==> src/rtl/magLockPkg.sv <==
package magLockPkg;
  parameter int unsigned NUM_BYTES = 6;
  parameter int unsigned BYTE_W    = 8;

  // strobes sent from the control to the datapath
  typedef struct packed {
    logic loadNew;     // copy incoming sample into output bytes
    logic loadHeld;    // copy held sample into output bytes
    logic captureHeld; // park incoming sample in holding buffer
  } dpStrobe_t;
endpackage

==> src/rtl/magLockData.sv <==
module magLockData
  import magLockPkg::*;
#(
  parameter int unsigned NB = NUM_BYTES,
  parameter int unsigned BW = BYTE_W,
  localparam int unsigned IW = $clog2(NB)
) (
  input  logic            clk,
  input  logic            rstN,
  input  dpStrobe_t       strobe,
  input  logic [NB*BW-1:0] sampleData,
  input  logic [IW-1:0]   rdIndex,
  output logic [BW-1:0]   rdData,
  output logic [NB*BW-1:0] outFlat
);
  logic [BW-1:0] outReg  [NB];
  logic [BW-1:0] heldReg [NB];

  for (genvar g = 0; g < NB; g++) begin : gLane
    localparam int unsigned LO = (NB - 1 - g) * BW;
    always_ff @(posedge clk or negedge rstN) begin
      if (!rstN) begin
        outReg[g]  <= '0;
        heldReg[g] <= '0;
      end else begin
        if (strobe.loadNew)       outReg[g] <= sampleData[LO +: BW];
        else if (strobe.loadHeld) outReg[g] <= heldReg[g];
        if (strobe.captureHeld)   heldReg[g] <= sampleData[LO +: BW];
      end
    end
    assign outFlat[LO +: BW] = outReg[g];
  end

  always_comb begin
    rdData = '0;
    for (int i = 0; i < NB; i++) begin
      if ({1'b0, rdIndex} == (IW+1)'(i)) rdData = outReg[i];
    end
  end
endmodule

==> src/rtl/magLockCtrl.sv <==
module magLockCtrl
  import magLockPkg::*;
#(
  parameter int unsigned NB      = NUM_BYTES,
  parameter int unsigned LOW_CYC = 250,
  localparam int unsigned IW = $clog2(NB),
  localparam int unsigned CW = $clog2(LOW_CYC + 1)
) (
  input  logic          clk,
  input  logic          rstN,
  input  logic          sampleValid,
  input  logic          rdStrobe,
  input  logic [IW-1:0] rdIndex,
  input  logic          modeChange,
  input  logic          configChange,
  input  logic          offMode,
  input  logic          regOn,
  output dpStrobe_t     strobe,
  output logic          lockFlag,
  output logic          readyFlag,
  output logic          regFlag
);
  logic [NB-1:0] readMask, readOh, merged;
  logic          rdHit, release_, blocked, heldValid, pendSet, anyLoad;
  logic [CW-1:0] lowCnt;

  assign rdHit    = rdStrobe && ({1'b0, rdIndex} < (IW+1)'(NB));
  assign readOh   = rdHit ? (NB'(1) << rdIndex) : '0;
  assign merged   = readMask | readOh;
  assign release_ = modeChange | configChange;
  assign lockFlag = |readMask;
  // a read in flight also blocks, so that the byte just read stays in its set
  assign blocked  = lockFlag | rdHit;

  always_comb begin
    strobe.loadNew     = sampleValid && !blocked;
    strobe.loadHeld    = heldValid && !sampleValid && !blocked;
    strobe.captureHeld = sampleValid && blocked;
  end
  assign anyLoad = strobe.loadNew | strobe.loadHeld;

  always_ff @(posedge clk or negedge rstN) begin
    if (!rstN) begin
      readMask  <= '0;
      heldValid <= 1'b0;
      regFlag   <= 1'b0;
    end else begin
      regFlag <= regOn;
      if (release_ || (&merged)) readMask <= '0;
      else                       readMask <= merged;
      if (strobe.captureHeld) heldValid <= 1'b1;
      else if (anyLoad)       heldValid <= 1'b0;
    end
  end

  // ready flag with minimum low time
  always_ff @(posedge clk or negedge rstN) begin
    if (!rstN) begin
      readyFlag <= 1'b0;
      pendSet   <= 1'b0;
      lowCnt    <= '0;
    end else if (anyLoad || offMode) begin
      readyFlag <= 1'b0;
      lowCnt    <= CW'(LOW_CYC);
      if (anyLoad) pendSet <= 1'b1;
    end else if (lowCnt != '0) begin
      lowCnt <= lowCnt - 1'b1;
    end else if (pendSet) begin
      readyFlag <= 1'b1;
      pendSet   <= 1'b0;
    end
  end
endmodule

==> src/rtl/magLockTop.sv <==
module magLockTop
  import magLockPkg::*;
#(
  parameter int unsigned NB      = NUM_BYTES,
  parameter int unsigned BW      = BYTE_W,
  parameter int unsigned LOW_CYC = 250,
  localparam int unsigned IW = $clog2(NB)
) (
  input  logic             clk,
  input  logic             rstN,
  input  logic             sampleValid,
  input  logic [NB*BW-1:0] sampleData,
  input  logic             rdStrobe,
  input  logic [IW-1:0]    rdIndex,
  output logic [BW-1:0]    rdData,
  input  logic             modeChange,
  input  logic             configChange,
  input  logic             offMode,
  input  logic             regOn,
  output logic [BW-1:0]    statusByte,
  output logic             drdy
);
  dpStrobe_t        strobe;
  logic             lockFlag, readyFlag, regFlag;
  logic [NB*BW-1:0] outFlat;

  magLockCtrl #(.NB(NB), .LOW_CYC(LOW_CYC)) u_ctrl (
    .clk(clk), .rstN(rstN), .sampleValid(sampleValid), .rdStrobe(rdStrobe),
    .rdIndex(rdIndex), .modeChange(modeChange), .configChange(configChange),
    .offMode(offMode), .regOn(regOn), .strobe(strobe), .lockFlag(lockFlag),
    .readyFlag(readyFlag), .regFlag(regFlag)
  );

  magLockData #(.NB(NB), .BW(BW)) u_data (
    .clk(clk), .rstN(rstN), .strobe(strobe), .sampleData(sampleData),
    .rdIndex(rdIndex), .rdData(rdData), .outFlat(outFlat)
  );

  assign statusByte = {(BW-3)'(0), regFlag, lockFlag, readyFlag};
  assign drdy       = readyFlag;
endmodule

==> config.mk <==
export PLATFORM = sky130hd
export DESIGN_NAME = magLockTop
export DESIGN_NICKNAME = d
export VERILOG_FILES = /design/src/rtl/magLockPkg.sv /design/src/rtl/magLockData.sv /design/src/rtl/magLockCtrl.sv /design/src/rtl/magLockTop.sv
export SDC_FILE = /design/constraint.sdc
export NUM_CORES = 1
export LEC_CHECK = 0
export BUFFER_PORTS_ARGS = -buffer_cell sky130_fd_sc_hd__clkbuf_2
export CAP_MARGIN = 20
export CORE_ASPECT_RATIO = 1.75
export CORE_MARGIN = 1.5
export CORE_UTILIZATION = 57
export CTS_CLUSTER_DIAMETER = 120
export DETAILED_ROUTE_END_ITERATION = 12
export HOLD_SLACK_MARGIN = 0.08
export PLACE_DENSITY = 0.82
export REMOVE_ABC_BUFFERS = 1
export SLEW_MARGIN = 20
export SYNTH_ARGS = -nofsm -noshare
export SYNTH_HDL_FRONTEND = slang
export SYNTH_SLANG_ARGS = --single-unit
==> constraint.sdc <==
create_clock -name clk -period 2.5 [get_ports clk]
set_input_delay 0.25 -clock clk [delete_from_list [all_inputs] [get_ports clk]]
set_output_delay 0.25 -clock clk [all_outputs]
set_load 0.005 [all_outputs]
==> results.yml, run 1 <==
route:
  vias: 4070
  antenna_left: 0
  drc: 0
  totalWireLength_um: 11800
  viasPerCell: 5.99
  first_iter_violations: 332
  drt-pass1-iter-count: 5
  wire_per_inst_um: 17.4
synthesis:
  ys_warn_count: 0
  ys_types: 44
  syn-cell-area_um2: 5210
  synth_edf_count: 0
  yosysSeqAreaShare: 0.547
  synth.largest_area_cell: "dfrtp_1"
  synth_ff_type: "dfrtp_1"
  async_flop_share: 1.00
  synth_area_leaders: "dfrtp_1, mux2_2, o22ai_1"
  post_synth.cell_area_avg_um2: 10.8
  synth_cells: 484
  synth_top_area_frac: 0.547
  ys_ff_latch: 114
min_path:
  hold_class: "input port to flop"
final_layout:
  final_cells: 680
  drive_gt1_frac: 0.293
  n_antenna_cell: 0
  fillers: 674
  finalNetCount: 609
  final_cell_mix: "dfrtp_1, clkbuf_2, nand2_1"
  syn2layout_area_growth_pct: 19.1
  final_common_cell: "dfrtp_1"
clocking:
  root_buffer: "clkbuf_16"
  cts_tree: "yes"
  clock-sinks: 114
  clockBufferDepth: 2
  htree_levels: 4
  cts_buffers: 17
  cts.clk_slew.worst_paths_ps: 50
  clk_latency_ps: 410
worst_setup_path:
  endpoint_kind: "flop"
  crit_chain: "or4_4 -> or4_2 -> buf_12 -> nand2_1 -> o21ai_0"
  critPathMaxStageDelay_ps: 710
  cp_data_required_time_ps: 2770
  critical_path_class: "flop to flop"
  path_buf_inv: 1
  crit_fanout: 97
  cpMaxStageDelayCell: "or4_2"
  critPathLaunchType: "flop"
  critPathArrivalTime_ps: 2620
  crit_family: "simple AND/OR/NAND/NOR gates"
placement:
  place_inst: 645
  hpwl_um: 7580
  io_buffers: 70
  gp_congestion: 0.774
floorplan:
  num_rows: 46
  die_width_um: 75.3
  initial_core_util: 0.581
  die_y_um: 130
  pin_count: 76
  dieArea_um2: 9750
  core_area_um2: 8980
sta:
  fin_tns_setup_ps: 0
  post-route-min-period_ps: 2350
  fin_crit_sh: 0.938
  slew_headroom: 0.546
  rsz0062_at_grt: "no"
  fmax_ghz: 0.426
  slew_violations: 0
  worst_pin_slew_ps: 681
  setup_viol: 0
  fin_skew_ps: 6.35
  hold_viol: 0
job:
  timing.max_cap.violations: 0
power_and_ir_drop:
  peakVddDrop_v: 0.000618
  power.density_nw_per_um2: 892
  p_leak_nw: 2.78
grt:
  grt_max_degree: 98
  grt_pass1_vias: 4075
  antenna_found_initial: 0
  grt_first_pass_wirelength_um: 18900
  grt_use_total: 0.263
  grt_overflow: 0
run_status:
  status: "finished, final reports clean"
==> flip-flops by register name, summed over array words and instances, names as in the netlist <==
name and flops:
u_data.outFlat 48, u_data.heldReg 48, u_ctrl.readMask 6, u_ctrl.pendSet 1, u_ctrl.readyFlag 1, u_ctrl.regFlag 1
u_ctrl.heldValid 1, u_ctrl.lowCnt 8
==> worst reg2reg max path, cell delays in order, from the launching register on <==
cell and delay (ps):
dfrtp_1 420, or4_4 580, or4_2 710, buf_12 250, nand2_1 150, o21ai_0 90
==> per-layer routing <==
| metal | vias to the layer above | global-route usage | routed length (um) |
|---|---|---|---|
| met4 | 0 | 0.139 | 426 |
| met1 | 2003 | 0.295 | 4490 |
| li1 | 1875 | - | - |
| met3 | 34 | 0.0762 | 563 |
| met5 | - | 0 | 0 |
| met2 | 158 | 0.440 | 6340 |
==> what timing repair did <==
item	in CTS	in global routing
buffers inserted	0	0
hold endpoints to repair	54	1
resized for setup	0	0
endpoints found under the setup margin	0	0
hold buffers	3	1
==> power breakdown <==
group / total, mW / switching (mW) / leakage, nW / internal, mW
sequential: 2.43 / 0.207 / 1.37 / 2.22
clock: 2.19 / 0.779 / 0.276 / 1.41
combinational: 0.924 / 0.488 / 1.13 / 0.436
total: 5.54 / 1.47 / 2.78 / 4.07
==> stage by stage <==
step	hold slack [ps]	total power [mW]	util	setup slack (ps)	cell area [um^2]
after floorplan	-45.6	2.99	-	-2300	4980
after global placement	325	3.28	0.626	302	5620
after detailed placement	334	3.35	0.626	204	5620
after CTS	80.8	5.57	0.690	159	6200
after global routing	80.9	5.82	0.691	64.2	6210
final	92.5	5.54	0.691	155	6210
==> cells in the mapped netlist, drive strengths merged (2+ instances only) <==
cell    number
dfrtp      114
nand2       64
o21ai       57
mux2        49
o22ai       48
buf         27
nor2        21
clkbuf      16
mux2i       16
a21oi       11
nor4         8
o221ai       8
inv          6
nor3         4
xor2         4
or2          3
a221oi       2
a31oi        2
ha           2
nand2b       2
o211ai       2
or3          2
or4          2
==> logic make-up (layout without fill, tap and decap cells) <==
family / after synthesis / after routing / synth area share
mux: 65 / 65 / 0.137
fa+ha+maj: 2 / 2 / 0.00480
flops: 114 / 114 / 0.547
buf+inv: 49 / 121 / 0.0528
xor+xnor: 5 / 5 / 0.00840
other cells: 1 / 5 / 0.000719
simple gates: 114 / 114 / 0.0984
compound gates: 134 / 134 / 0.151
==> worst paths after layout <==
check | slack [ps] | startpoint | cells after the start | to
max | 150 | u_ctrl.readMask[0] | 5 | u_data.outFlat[23]
min | 90 | sampleData[25] | 2 | u_data.heldReg[25]
max reg2reg | 150 | u_ctrl.readMask[0] | 5 | u_data.outFlat[23]
min reg2reg | 480 | u_data.outFlat[13] | 2 | u_data.outFlat[13]
max in group asynchronous | 1350 | rstN | 3 | u_data.heldReg[0]
min in group asynchronous | 430 | rstN | 2 | u_data.heldReg[39]
==> final cells by class <==
cell class / count / area (um^2) / share of cell area
clock inverter: 5 / 25.0 / 0.00403
inverter: 6 / 22.5 / 0.00363
clock buffer: 26 / 519 / 0.0837
timing repair buffer: 84 / 518 / 0.0835
multi-input combinational: 325 / 2120 / 0.341
sequential: 114 / 2850 / 0.460
tap: 120 / 150 / 0.0242
(Power assumes the default switching activity.)
==> run 2: changes to the inputs <==
--- a/config.mk
+++ b/config.mk
@@ -5,7 +5,7 @@
 export SDC_FILE = /design/constraint.sdc
 export NUM_CORES = 1
 export LEC_CHECK = 0
-export BUFFER_PORTS_ARGS = -buffer_cell sky130_fd_sc_hd__clkbuf_2
+export BUFFER_PORTS_ARGS = -buffer_cell sky130_fd_sc_hd__buf_4
 export CAP_MARGIN = 20
 export CORE_ASPECT_RATIO = 1.75
 export CORE_MARGIN = 1.5
==> run 2 against run 1 <==
Setup slack got worse by 3.5 ps. Clock skew rose by 0.94 ps. Non-clock buffer count grew 25. Fmax down 0.15%. Cell area up 7.0%. Die area unchanged. Total power up 2.2%. Wire length up 3.9%. Clock power up 2%. Via count is 1.2% higher. Critical path depth did not move. Global-route usage increased by 0.83 points. Critical path type unchanged.
==> results.yml, run 2 (synthesis gave the netlist of run 1 again) <==
worst_setup_path:
  endpoint_kind: "flop"
  critical_path_class: "flop to flop"
  cp_data_required_time_ps: 2780
  crit_fanout: 5
  critPathArrivalTime_ps: 2630
  critPathLaunchType: "flop"
clocking:
  cts.clk_slew.worst_paths_ps: 50
  cts_buffers: 17
  hold_buffers: 30
  cts_tree: "yes"
  post_cts_resized: 0
  postCtsSetupBuffers: 0
  htree_levels: 4
  clk_latency_ps: 410
  clockBufferDepth: 2
  clock-sinks: 114
  root_buffer: "clkbuf_16"
sta:
  worst_pin_slew_ps: 710
  fin_skew_ps: 7.29
  setup_viol: 0
  fmax_ghz: 0.426
  hold_viol: 0
  rsz0062_at_grt: "no"
  slew_headroom: 0.527
  post-route-min-period_ps: 2350
  hold-worst-slack_ps: 91.9
  fin_crit_sh: 0.939
  fin_tns_setup_ps: 0
  slew_violations: 0
  fin_ws_ps: 151
power_and_ir_drop:
  peakVddDrop_v: 0.000633
  power.density_nw_per_um2: 852
  p_leak_nw: 2.93
route:
  drt-pass1-iter-count: 5
  totalWireLength_um: 12300
  viasPerCell: 5.83
  wire_per_inst_um: 17.4
  first_iter_violations: 332
  drc: 0
  antenna_left: 0
  vias: 4119
final_layout:
  final_util: 0.740
  finalNetCount: 634
  final_common_cell: "dfrtp_1"
  n_antenna_cell: 0
  final_cell_mix: "dfrtp_1, buf_4, nand2_1"
  drive_gt1_frac: 0.273
  syn2layout_area_growth_pct: 27.4
  fillers: 612
floorplan:
  dieArea_um2: 9750
  num_rows: 46
  die_y_um: 130
  pin_count: 76
  initial_core_util: 0.581
  die_width_um: 75.3
  core_area_um2: 8980
min_path:
  hold_class: "input port to flop"
grt:
  grt_first_pass_wirelength_um: 19700
  grt_pass1_vias: 4203
  antenna_found_initial: 0
  grt_use_total: 0.271
  grt_max_degree: 98
  grt_overflow: 0
job:
  timing.max_cap.violations: 0
placement:
  io_buffers: 70
  gp_congestion: 0.791
  dp_slack_ps: 237
  hpwl_um: 7610
run_status:
  status: "finished, final reports clean"
## run 2: where the power goes
part           switching, mW  internal, mW  total (mW)
Sequential             0.206          2.22        2.43
Combinational          0.495         0.501       0.997
Clock                  0.772          1.46        2.24
Total                   1.47          4.19        5.66
## run 2: stage by stage
step / instance area (um^2) / power (mW) / cells
final: 6640 / 5.66 / 706
after global routing: 6640 / 5.94 / 706
after CTS: 6630 / 5.68 / 705
after detailed placement: 5780 / 3.39 / 643
after global placement: 5780 / 3.32 / 643
after floorplan: 4980 / 2.99 / 445
## run 2: area by class of cell
class	count	area, um^2	share of cell area
Tap cell	120	150	0.0226
Sequential cell	114	2850	0.429
Clock buffer	27	503	0.0757
Timing Repair Buffer	109	946	0.142
Clock inverter	5	50.0	0.00753
Inverter	6	22.5	0.00339
Multi-Input combinational cell	325	2120	0.319
## run 2: layer usage
layer	up-vias	global-route usage	part of all wire
met3	33	0.0739	0.041
met1	2038	0.315	0.39
met2	128	0.445	0.53
met4	0	0.144	0.034
li1	1920	-	-
met5	-	0	0
## run 2: critical path, cell delays in order, from the launching register on
cell           delay, ps
dfrtp_1              430
inv_1                 60
or3_1                390
a221oi_1             640
nor4_1               110
dlygate4sd3_1        600
## run 2: path summary, 6_finish.rpt
check / slack (ps) / to / start / cells past startpoint
worst min register to register: 480 / u_data.outFlat[33] / u_data.outFlat[33] / 2
worst min-delay path: 90 / u_data.heldReg[26] / sampleData[26] / 2
worst max register to register: 150 / u_ctrl.readMask[5] / u_ctrl.readMask[2] / 5
min in group asynchronous: 450 / u_data.heldReg[39] / rstN / 2
worst max-delay path: 150 / u_ctrl.readMask[5] / u_ctrl.readMask[2] / 5
max in group asynchronous: 1350 / u_data.heldReg[10] / rstN / 3
